File: src/rtl/dbg_cnt_pkg.sv
package dbg_cnt_pkg;
  typedef enum logic [1:0] {
    MODE_HOLD    = 2'b00,
    MODE_CYCLE   = 2'b01,
    MODE_DOWN    = 2'b10,
    MODE_PCMATCH = 2'b11
  } cnt_mode_e;
endpackage

File: src/rtl/dbg_cnt_ctrl.sv
module dbg_cnt_ctrl
  import dbg_cnt_pkg::*;
(
  input  logic      clk,
  input  logic      rst,
  input  logic      debug_i,
  input  logic [1:0] mode_i,
  output cnt_mode_e mode_o,
  output logic      run_o,
  output logic      exit_o
);
  cnt_mode_e mode_q;
  logic      dbg_q;

  always_ff @(posedge clk) begin
    if (rst) begin
      mode_q <= MODE_HOLD;
      dbg_q  <= 1'b0;
    end else begin
      dbg_q <= debug_i;
      if (debug_i) mode_q <= cnt_mode_e'(mode_i);
    end
  end

  assign mode_o = mode_q;
  assign run_o  = !debug_i;
  assign exit_o = dbg_q && !debug_i;

  // the mode is frozen while the core runs
  assert_mode_frozen_R10: assert property (@(posedge clk) disable iff (rst)
    !debug_i |=> $stable(mode_q));
endmodule

File: src/rtl/dbg_cnt_core.sv
module dbg_cnt_core
  import dbg_cnt_pkg::*;
#(
  parameter int WIDTH = 16
) (
  input  logic             clk,
  input  logic             rst,
  input  logic             run_i,
  input  logic             exit_i,
  input  cnt_mode_e        mode_i,
  input  logic             wr_en_i,
  input  logic [WIDTH-1:0] wr_data_i,
  input  logic             byte_dec_i,
  output logic [WIDTH-1:0] cnt_o
);
  localparam logic [WIDTH-1:0] TOP  = {WIDTH{1'b1}};
  localparam logic [WIDTH-1:0] ZERO = '0;
  localparam logic [WIDTH-1:0] ONE  = WIDTH'(1);

  logic [WIDTH-1:0] cnt_q, cnt_d;

  always_comb begin
    cnt_d = cnt_q;
    if (wr_en_i) begin
      cnt_d = wr_data_i;
    end else if (!run_i) begin
      if (byte_dec_i && cnt_q != ZERO) cnt_d = cnt_q - ONE;
    end else begin
      case (mode_i)
        MODE_CYCLE: begin
          if (exit_i)           cnt_d = ZERO;
          else if (cnt_q != TOP) cnt_d = cnt_q + ONE;
        end
        MODE_DOWN: begin
          if (cnt_q != ZERO) cnt_d = cnt_q - ONE;
        end
        default: cnt_d = cnt_q;
      endcase
    end
  end

  always_ff @(posedge clk) begin
    if (rst) cnt_q <= ZERO;
    else     cnt_q <= cnt_d;
  end

  assign cnt_o = cnt_q;

  assert_write_load_R8: assert property (@(posedge clk) disable iff (rst)
    wr_en_i |=> cnt_q == $past(wr_data_i));
  assert_clear_on_exit_R2: assert property (@(posedge clk) disable iff (rst)
    (exit_i && mode_i == MODE_CYCLE && !wr_en_i) |=> cnt_q == ZERO);
  assert_no_overflow_R4: assert property (@(posedge clk) disable iff (rst)
    (run_i && !exit_i && mode_i == MODE_CYCLE && !wr_en_i && cnt_q == TOP)
    |=> cnt_q == TOP);
  assert_no_underflow_R9: assert property (@(posedge clk) disable iff (rst)
    (!run_i && byte_dec_i && !wr_en_i && cnt_q == ZERO) |=> cnt_q == ZERO);
  assert_down_floor_R5: assert property (@(posedge clk) disable iff (rst)
    (run_i && mode_i == MODE_DOWN && !wr_en_i && cnt_q == ZERO) |=> cnt_q == ZERO);
endmodule

File: src/rtl/dbg_cnt_brk.sv
module dbg_cnt_brk
  import dbg_cnt_pkg::*;
#(
  parameter int WIDTH = 16
) (
  input  logic             clk,
  input  logic             rst,
  input  logic             run_i,
  input  logic             exit_i,
  input  cnt_mode_e        mode_i,
  input  logic             wr_en_i,
  input  logic [WIDTH-1:0] cnt_i,
  input  logic [WIDTH-1:0] pc_i,
  output logic             brk_o
);
  localparam logic [WIDTH-1:0] ONE = WIDTH'(1);

  logic armed_q, armed_now, hit, fire, brk_q;

  assign armed_now = armed_q || exit_i;
  assign hit = (mode_i == MODE_DOWN    && cnt_i <= ONE) ||
               (mode_i == MODE_PCMATCH && cnt_i == pc_i);
  assign fire = run_i && armed_now && !wr_en_i && hit;

  always_ff @(posedge clk) begin
    if (rst) begin
      armed_q <= 1'b0;
      brk_q   <= 1'b0;
    end else begin
      brk_q   <= fire;
      armed_q <= run_i && armed_now && !fire;
    end
  end

  assign brk_o = brk_q;

  assert_brk_single_R7: assert property (@(posedge clk) disable iff (rst)
    brk_q |=> !brk_q);
  assert_brk_quiet_halted_R7: assert property (@(posedge clk) disable iff (rst)
    !run_i |=> !brk_q);
  assert_pc_match_R6: assert property (@(posedge clk) disable iff (rst)
    (exit_i && mode_i == MODE_PCMATCH && !wr_en_i && cnt_i == pc_i) |=> brk_q);
endmodule

File: src/rtl/dbg_cycle_counter.sv
module dbg_cycle_counter
  import dbg_cnt_pkg::*;
#(
  parameter int WIDTH = 16
) (
  input  logic             clk,
  input  logic             rst,
  input  logic             debug_i,
  input  logic [1:0]       mode_i,
  input  logic             wr_en_i,
  input  logic [WIDTH-1:0] wr_data_i,
  input  logic             byte_dec_i,
  input  logic [WIDTH-1:0] pc_i,
  output logic [WIDTH-1:0] cnt_o,
  output logic             brk_o
);
  cnt_mode_e        mode;
  logic             run, exit_edge;
  logic [WIDTH-1:0] cnt;

  dbg_cnt_ctrl u_ctrl (
    .clk(clk), .rst(rst), .debug_i(debug_i), .mode_i(mode_i),
    .mode_o(mode), .run_o(run), .exit_o(exit_edge)
  );

  dbg_cnt_core #(.WIDTH(WIDTH)) u_core (
    .clk(clk), .rst(rst), .run_i(run), .exit_i(exit_edge), .mode_i(mode),
    .wr_en_i(wr_en_i), .wr_data_i(wr_data_i), .byte_dec_i(byte_dec_i),
    .cnt_o(cnt)
  );

  dbg_cnt_brk #(.WIDTH(WIDTH)) u_brk (
    .clk(clk), .rst(rst), .run_i(run), .exit_i(exit_edge), .mode_i(mode),
    .wr_en_i(wr_en_i), .cnt_i(cnt), .pc_i(pc_i), .brk_o(brk_o)
  );

  assign cnt_o = cnt;

  assert_reset_state_R1: assert property (@(posedge clk)
    rst |=> (cnt_o == '0 && !brk_o));
endmodule

File: config.mk
export PLATFORM = sky130hd
export DESIGN_NAME = dbg_cycle_counter
export DESIGN_NICKNAME = d
export VERILOG_FILES = /design/src/rtl/dbg_cnt_pkg.sv /design/src/rtl/dbg_cnt_ctrl.sv /design/src/rtl/dbg_cnt_core.sv /design/src/rtl/dbg_cnt_brk.sv /design/src/rtl/dbg_cycle_counter.sv
export SDC_FILE = /design/constraint.sdc
export NUM_CORES = 1
export LEC_CHECK = 0
export BUFFER_PORTS_ARGS = -buffer_cell sky130_fd_sc_hd__buf_2
export CAP_MARGIN = 20
export CORE_UTILIZATION = 53
export DETAILED_ROUTE_END_ITERATION = 10
export PLACE_DENSITY = 0.81
export SLEW_MARGIN = 10
export SYNTH_ARGS = -nofsm -noshare
export SYNTH_HDL_FRONTEND = slang
export SYNTH_SLANG_ARGS = --single-unit
File: constraint.sdc
create_clock -name clk -period 2.5 [get_ports clk]
set_input_delay 0.25 -clock clk [delete_from_list [all_inputs] [get_ports clk]]
set_output_delay 0.25 -clock clk [all_outputs]
set_load 0.01 [all_outputs]
After elaboration in Yosys (flattened, before gate mapping)
Index checks and enable logic that the tools add are counted.
Cells by class
  add/subtract/negate cells: 2
  mux-type cells: 7
  eq/ne operators: 8
  $lt $le $gt $ge: 1
  reductions and logical operators: 16
Operators by type and width (number)
  $mux W16: 6
  $pmux W16 S2: 1
  $add A16 B1 Y16 const B: 1
  $eq A16 B16 Y1: 1
  $le A16 B1 Y1 const B: 1
  $ne A16 B16 Y1 const B: 1
  $reduce_bool A16 Y1: 1
  $sub A16 B1 Y16 const B: 1
  $logic_and A1 B1 Y1: 8
  $ne A5 B3 Y1 const B: 1
  $eq A2 B2 Y1 const B: 2
  $ne A4 B4 Y1 const B: 1
  $reduce_and A4 Y1: 1
  $reduce_bool A4 Y1: 1
  $logic_not A1 Y1: 3
  $ne A3 B1 Y1 const B: 1
  $eq A2 B1 Y1 const B: 1
  $logic_or A1 B1 Y1: 2
Storage, ports and cells
  bits in registers: 21
  output and inout port bits: 17
  input port bits: 39

Logic depth before layout (Yosys ltp)
  depth after elaboration: 8
  mapped depth: 9
  depth with buffers taken out: 7

Cells and area by module
From an unflattened synthesis, not the netlist that was laid out.
Second synthesis, totals
  cells, all modules: 275
  area total of the unflattened synthesis: 2080.7 um^2
Modules (own cells, without submodules)
  dbg_cnt_core: instances 1, area each 1680.4 um^2, cells each 227
  dbg_cnt_brk: instances 1, area each 296.5 um^2, cells each 38
  dbg_cnt_ctrl: instances 1, area each 103.8 um^2, cells each 10

Worst setup path after synthesis
No wires, ideal clock.
  path kind: reg-to-reg
  from: reg u_ctrl.mode_q[0] (netlist: u_ctrl.mode_o[0])
  to: reg u_core.cnt_q[3] (netlist: u_core.cnt_o[3])
  arrival time: 1908 ps
  period minus slack after synthesis: 2042 ps
  setup slack: 458 ps
  data required time: 2366 ps
  cell stages (with the launch flop): 9
  setup time: 134 ps
  path through: dfxtp_1 inv_1 ha_1 nor2_2 nor2_1 a41o_1 buf_4 o311ai_0 o31ai_1
Between the ends
  word-level cells in the longest chain between the ends: 4
  elaborated cells on any way between the ends: 9
Ends and longest elaborated chain
  start: declaration: RTL line dbg_cnt_ctrl.sv:12  | cnt_mode_e mode_q;
  start signal: assignment: RTL line dbg_cnt_ctrl.sv:21  | if (debug_i) mode_q <= cnt_mode_e'(mode_i);
  $eq A2 B2 Y1 or $eq A2 B1 Y1 (tied branches): RTL line dbg_cnt_core.sv:29  | case (mode_i)
  $pmux W16 S2: RTL line dbg_cnt_core.sv:29
  $mux W16: RTL line dbg_cnt_core.sv:26  | end else if (!run_i) begin
  $mux W16: RTL line dbg_cnt_core.sv:24  | if (wr_en_i) begin
  end signal: assignment: RTL line dbg_cnt_core.sv:44  | else cnt_q <= cnt_d;
  end: declaration: RTL line dbg_cnt_core.sv:20  | logic [WIDTH-1:0] cnt_q, cnt_d;
Several ways; a longest one is shown, not always the timed one.
A chain may end at the register's enable or synchronous reset.

Worst setup path in the final report
  from: reg u_ctrl.mode_q[0] (netlist: u_ctrl.mode_o[0])
  to: reg u_core.cnt_q[13] (netlist: u_core.cnt_o[13])
The elaborated chain is that of the path after synthesis.

==> flow_metrics.py <==
metrics = {
    "route": {
        "wl_um": 6200,
        "drt_iter0_markers": 231,
        "vias": 2330,
        "antenna_left": 0,
        "drtPass1Iterations": 5,
        "wire_per_inst_um": 17.7,
        "drc": 0,
        "viasPerCell": 6.66,
    },
    "hold_path": {
        "min_to": "u_ctrl.mode_o[0]",
        "hold_depth": 3,
        "hp-start": "mode_i[0]",
        "min_path_type": "in -> reg",
    },
    "critical_path": {
        "crit_fanout": 12,
        "startpoint_type": "register",
        "r2r_slack_ps": 230,
        "r2r-end": "u_core.cnt_o[13]",
        "worstPathRequired_ps": 2640,
        "path_cells": "inv_1 -> ha_1 -> nor2_2 -> nor2_1 -> a41oi_1 -> nand2_1 -> o32ai_1",
        "path_class": "reg -> reg",
        "slowest_delay_ps": 470,
        "worstPathArrival_ps": 2410,
        "critPathSlowestCell": "nand2_1",
        "r2r_cells": 7,
        "endpoint_kind": "register",
        "r2r_start": "u_ctrl.mode_o[0]",
    },
    "sta": {
        "skew_ps": 5.18,
        "setup_tns_ps": 0,
        "hold_viol": 0,
        "slew_viol_final": 0,
        "period_needed_ps": 2270,
        "setup_ws_ps": 227,
        "rsz0062_at_grt": "no",
        "fin_crit_sh_pct": 90.9,
        "max_freq_ghz": 0.440,
        "setup_viol": 0,
        "maxSlewHeadroom_pct": 61.0,
        "worst-slew-pin-transition_ps": 583,
    },
    "die": {
        "die_w_um": 63.2,
        "core_um2": 3470,
        "dieArea_um2": 4000,
        "fp.dieH_um": 63.2,
        "rows": 21,
        "start_util_pct": 57.3,
        "io_pins": 56,
    },
    "power_and_ir_drop": {
        "ir_drop_mv": 0.254,
        "power_density_nw_per_um2": 490,
        "leakage_uw": 0.000999,
    },
    "logic_synthesis": {
        "synth_top_area_share_pct": 21.2,
        "synth.most_common_cell": "dfxtp_1",
        "synth_ff_type": "dfxtp_1",
        "synth-seq-cells": 21,
        "synthArstFlopShare_pct": 0,
        "synthDistinctLibCells": 60,
        "syn_inst": 257,
        "yosysWarnings": 0,
        "seq_area_frac_synth_pct": 21.2,
        "synth_top_area_cell": "dfxtp_1",
        "synth_edf_count": 0,
        "syn-num-nets": 303,
        "syn_area_um2": 1990,
        "syn_avg_cell_area_um2": 7.73,
        "synth_common_cells": "dfxtp_1 (21), xor2_1 (20), nor2_1 (16), nand2_1 (15), nor3_1 (13)",
        "netlist_top_cells_area": "dfxtp_1 (21%), xor2_1 (8.8%), ha_1 (4.4%), o311ai_0 (4.0%), nor4_1 (3.8%)",
    },
    "clock_network": {
        "cts_hold_buf": 0,
        "cts_tree": "built",
        "clk_pin_slew_ps": 80,
        "clkLatencyLatePin_ps": 260,
        "postCtsSetupRepairBufs": 0,
        "cts_buffers": 3,
        "clock_path_buffers": 2,
        "clock_sinks": 21,
        "cts-root-buf": "clkbuf_8",
        "cts_max_level": 1,
    },
    "cells_and_area": {
        "drive_above_1_share_pct": 27.3,
        "fillers": 305,
        "final_nets": 351,
        "seqCellArea_um2": 420,
        "num_antenna_cells": 0,
        "multi_input_area_um2": 1420,
        "area.growth.synth_to_final_pct": 18.5,
    },
    "placed_design": {
        "routabilityCongestion": 1.03,
        "hpwl_um": 4480,
        "place_ws_ps": 257,
        "io_buffer_count": 55,
    },
    "global_route": {
        "grt_max_degree": 19,
        "grt_pass1_wl_um": 10100,
        "grt_pass1_vias": 2168,
        "grt_usage_pct": 32.0,
        "antenna_found_initial": 0,
        "grt_overflow": 0,
    },
    "run_status": {
        "outcome": "finished, final reports clean",
    },
    "job": {
        "cap_viol_max_count": 0,
    },
}
cell usage in the layout (no fill, tap or decap), types with 4 or more instances in the layout:
cell type  synthesis  final
nand3_1           10     10
nor4_1            12     11
ha_1               7      7
buf_2              9     55
nor3_1            13     13
buf_4              2     14
xnor2_1            5      5
dfxtp_1           21     21
o31ai_1            7      7
o311ai_0           9      9
a21oi_1            8      8
inv_1              9      9
a211oi_1           6      6
a221oi_1           4      4
nand4_1            4      4
o21ai_0            9      9
nor2_1            16     16
xor2_1            20     20
mux2i_1            4      4
o32ai_1            4      4
nand2_1           15     15
power breakdown:
group	internal, µW	leakage [µW]	switching, µW	total, µW
Clock	114	0.0000228	119	233
Sequential	366	0.000173	69.4	435
Combinational	209	0.000803	275	485
Total	689	0.000999	464	1150
sequential cells by signal (all words and copies together) (netlist names):
name	cells
u_ctrl.mode_o	2
u_brk.brk_o	1
u_brk.armed_q	1
u_core.cnt_o	16
u_ctrl.dbg_q	1
worst max-delay path, delay by kind of cell (launching register included):
family	cells	cell delay (ps)
adders and majority gates	1	300
AOI/OAI and AO/OA	2	430
and+or+nand+nor	3	1000
DFF	1	340
buffers and inverters	1	70
layout make-up:
type | instances | share of cell area [%]
multi-input cells | 201 | 60.2
clock buffers | 4 | 1.91
flip-flops and latches | 21 | 17.9
inverters | 9 | 1.44
well taps | 46 | 2.45
repair buffers | 69 | 16.2
how the worst max path moves through the flow:
stage | startpoint | end | slack (ps) | cells past startpoint
final | u_ctrl.mode_o[0] | u_core.cnt_o[13] | 230 | 7
after global routing | u_ctrl.mode_o[0] | u_core.cnt_o[2] | 20 | 7
after CTS | u_ctrl.mode_o[0] | u_core.cnt_o[10] | 250 | 7
after detailed placement | u_ctrl.mode_o[1] | u_core.cnt_o[10] | 260 | 6
after global placement | u_ctrl.mode_o[0] | u_core.cnt_o[3] | 360 | 7
after floorplan | u_ctrl.mode_o[0] | u_core.cnt_o[3] | 460 | 8
cell families after synthesis:
| group | after synthesis | synth area share, % |
|---|---|---|
| simple gates | 90 | 24.7 |
| compound gates | 75 | 28.7 |
| buf+inv | 35 | 7.93 |
| xor+xnor | 25 | 11.0 |
| flops | 21 | 21.2 |
| fa+ha+maj | 7 | 4.41 |
| mux | 4 | 2.02 |
stage by stage:
stage                     hold slack (ps)  cell area (µm²)  utilization [%]  instances  power (µW)
final                                 218             2350             67.9        350        1150
after floorplan                       397             1990                -        257         760
after detailed placement              496             2310             66.5        346         912
after global routing                  228             2350             67.9        350        1220
after CTS                             220             2350             67.8        350        1140
after global placement                491             2310             66.5        346         904
metal layers:
metal	vias up	part of all wire, %	global-route usage (%)
met5	-	0	0
met4	0	2.9	12.5
met3	26	10	6.16
met2	166	45	51.3
met1	1053	42	42.0
li1	1085	-	-
what timing repair did:
action,4_1_cts,5_1_grt
resized for setup,0,1
endpoints found under the setup margin,0,7
endpoints found under the hold margin,0,0
No activity file was read; power rests on OpenSTA's default activity.
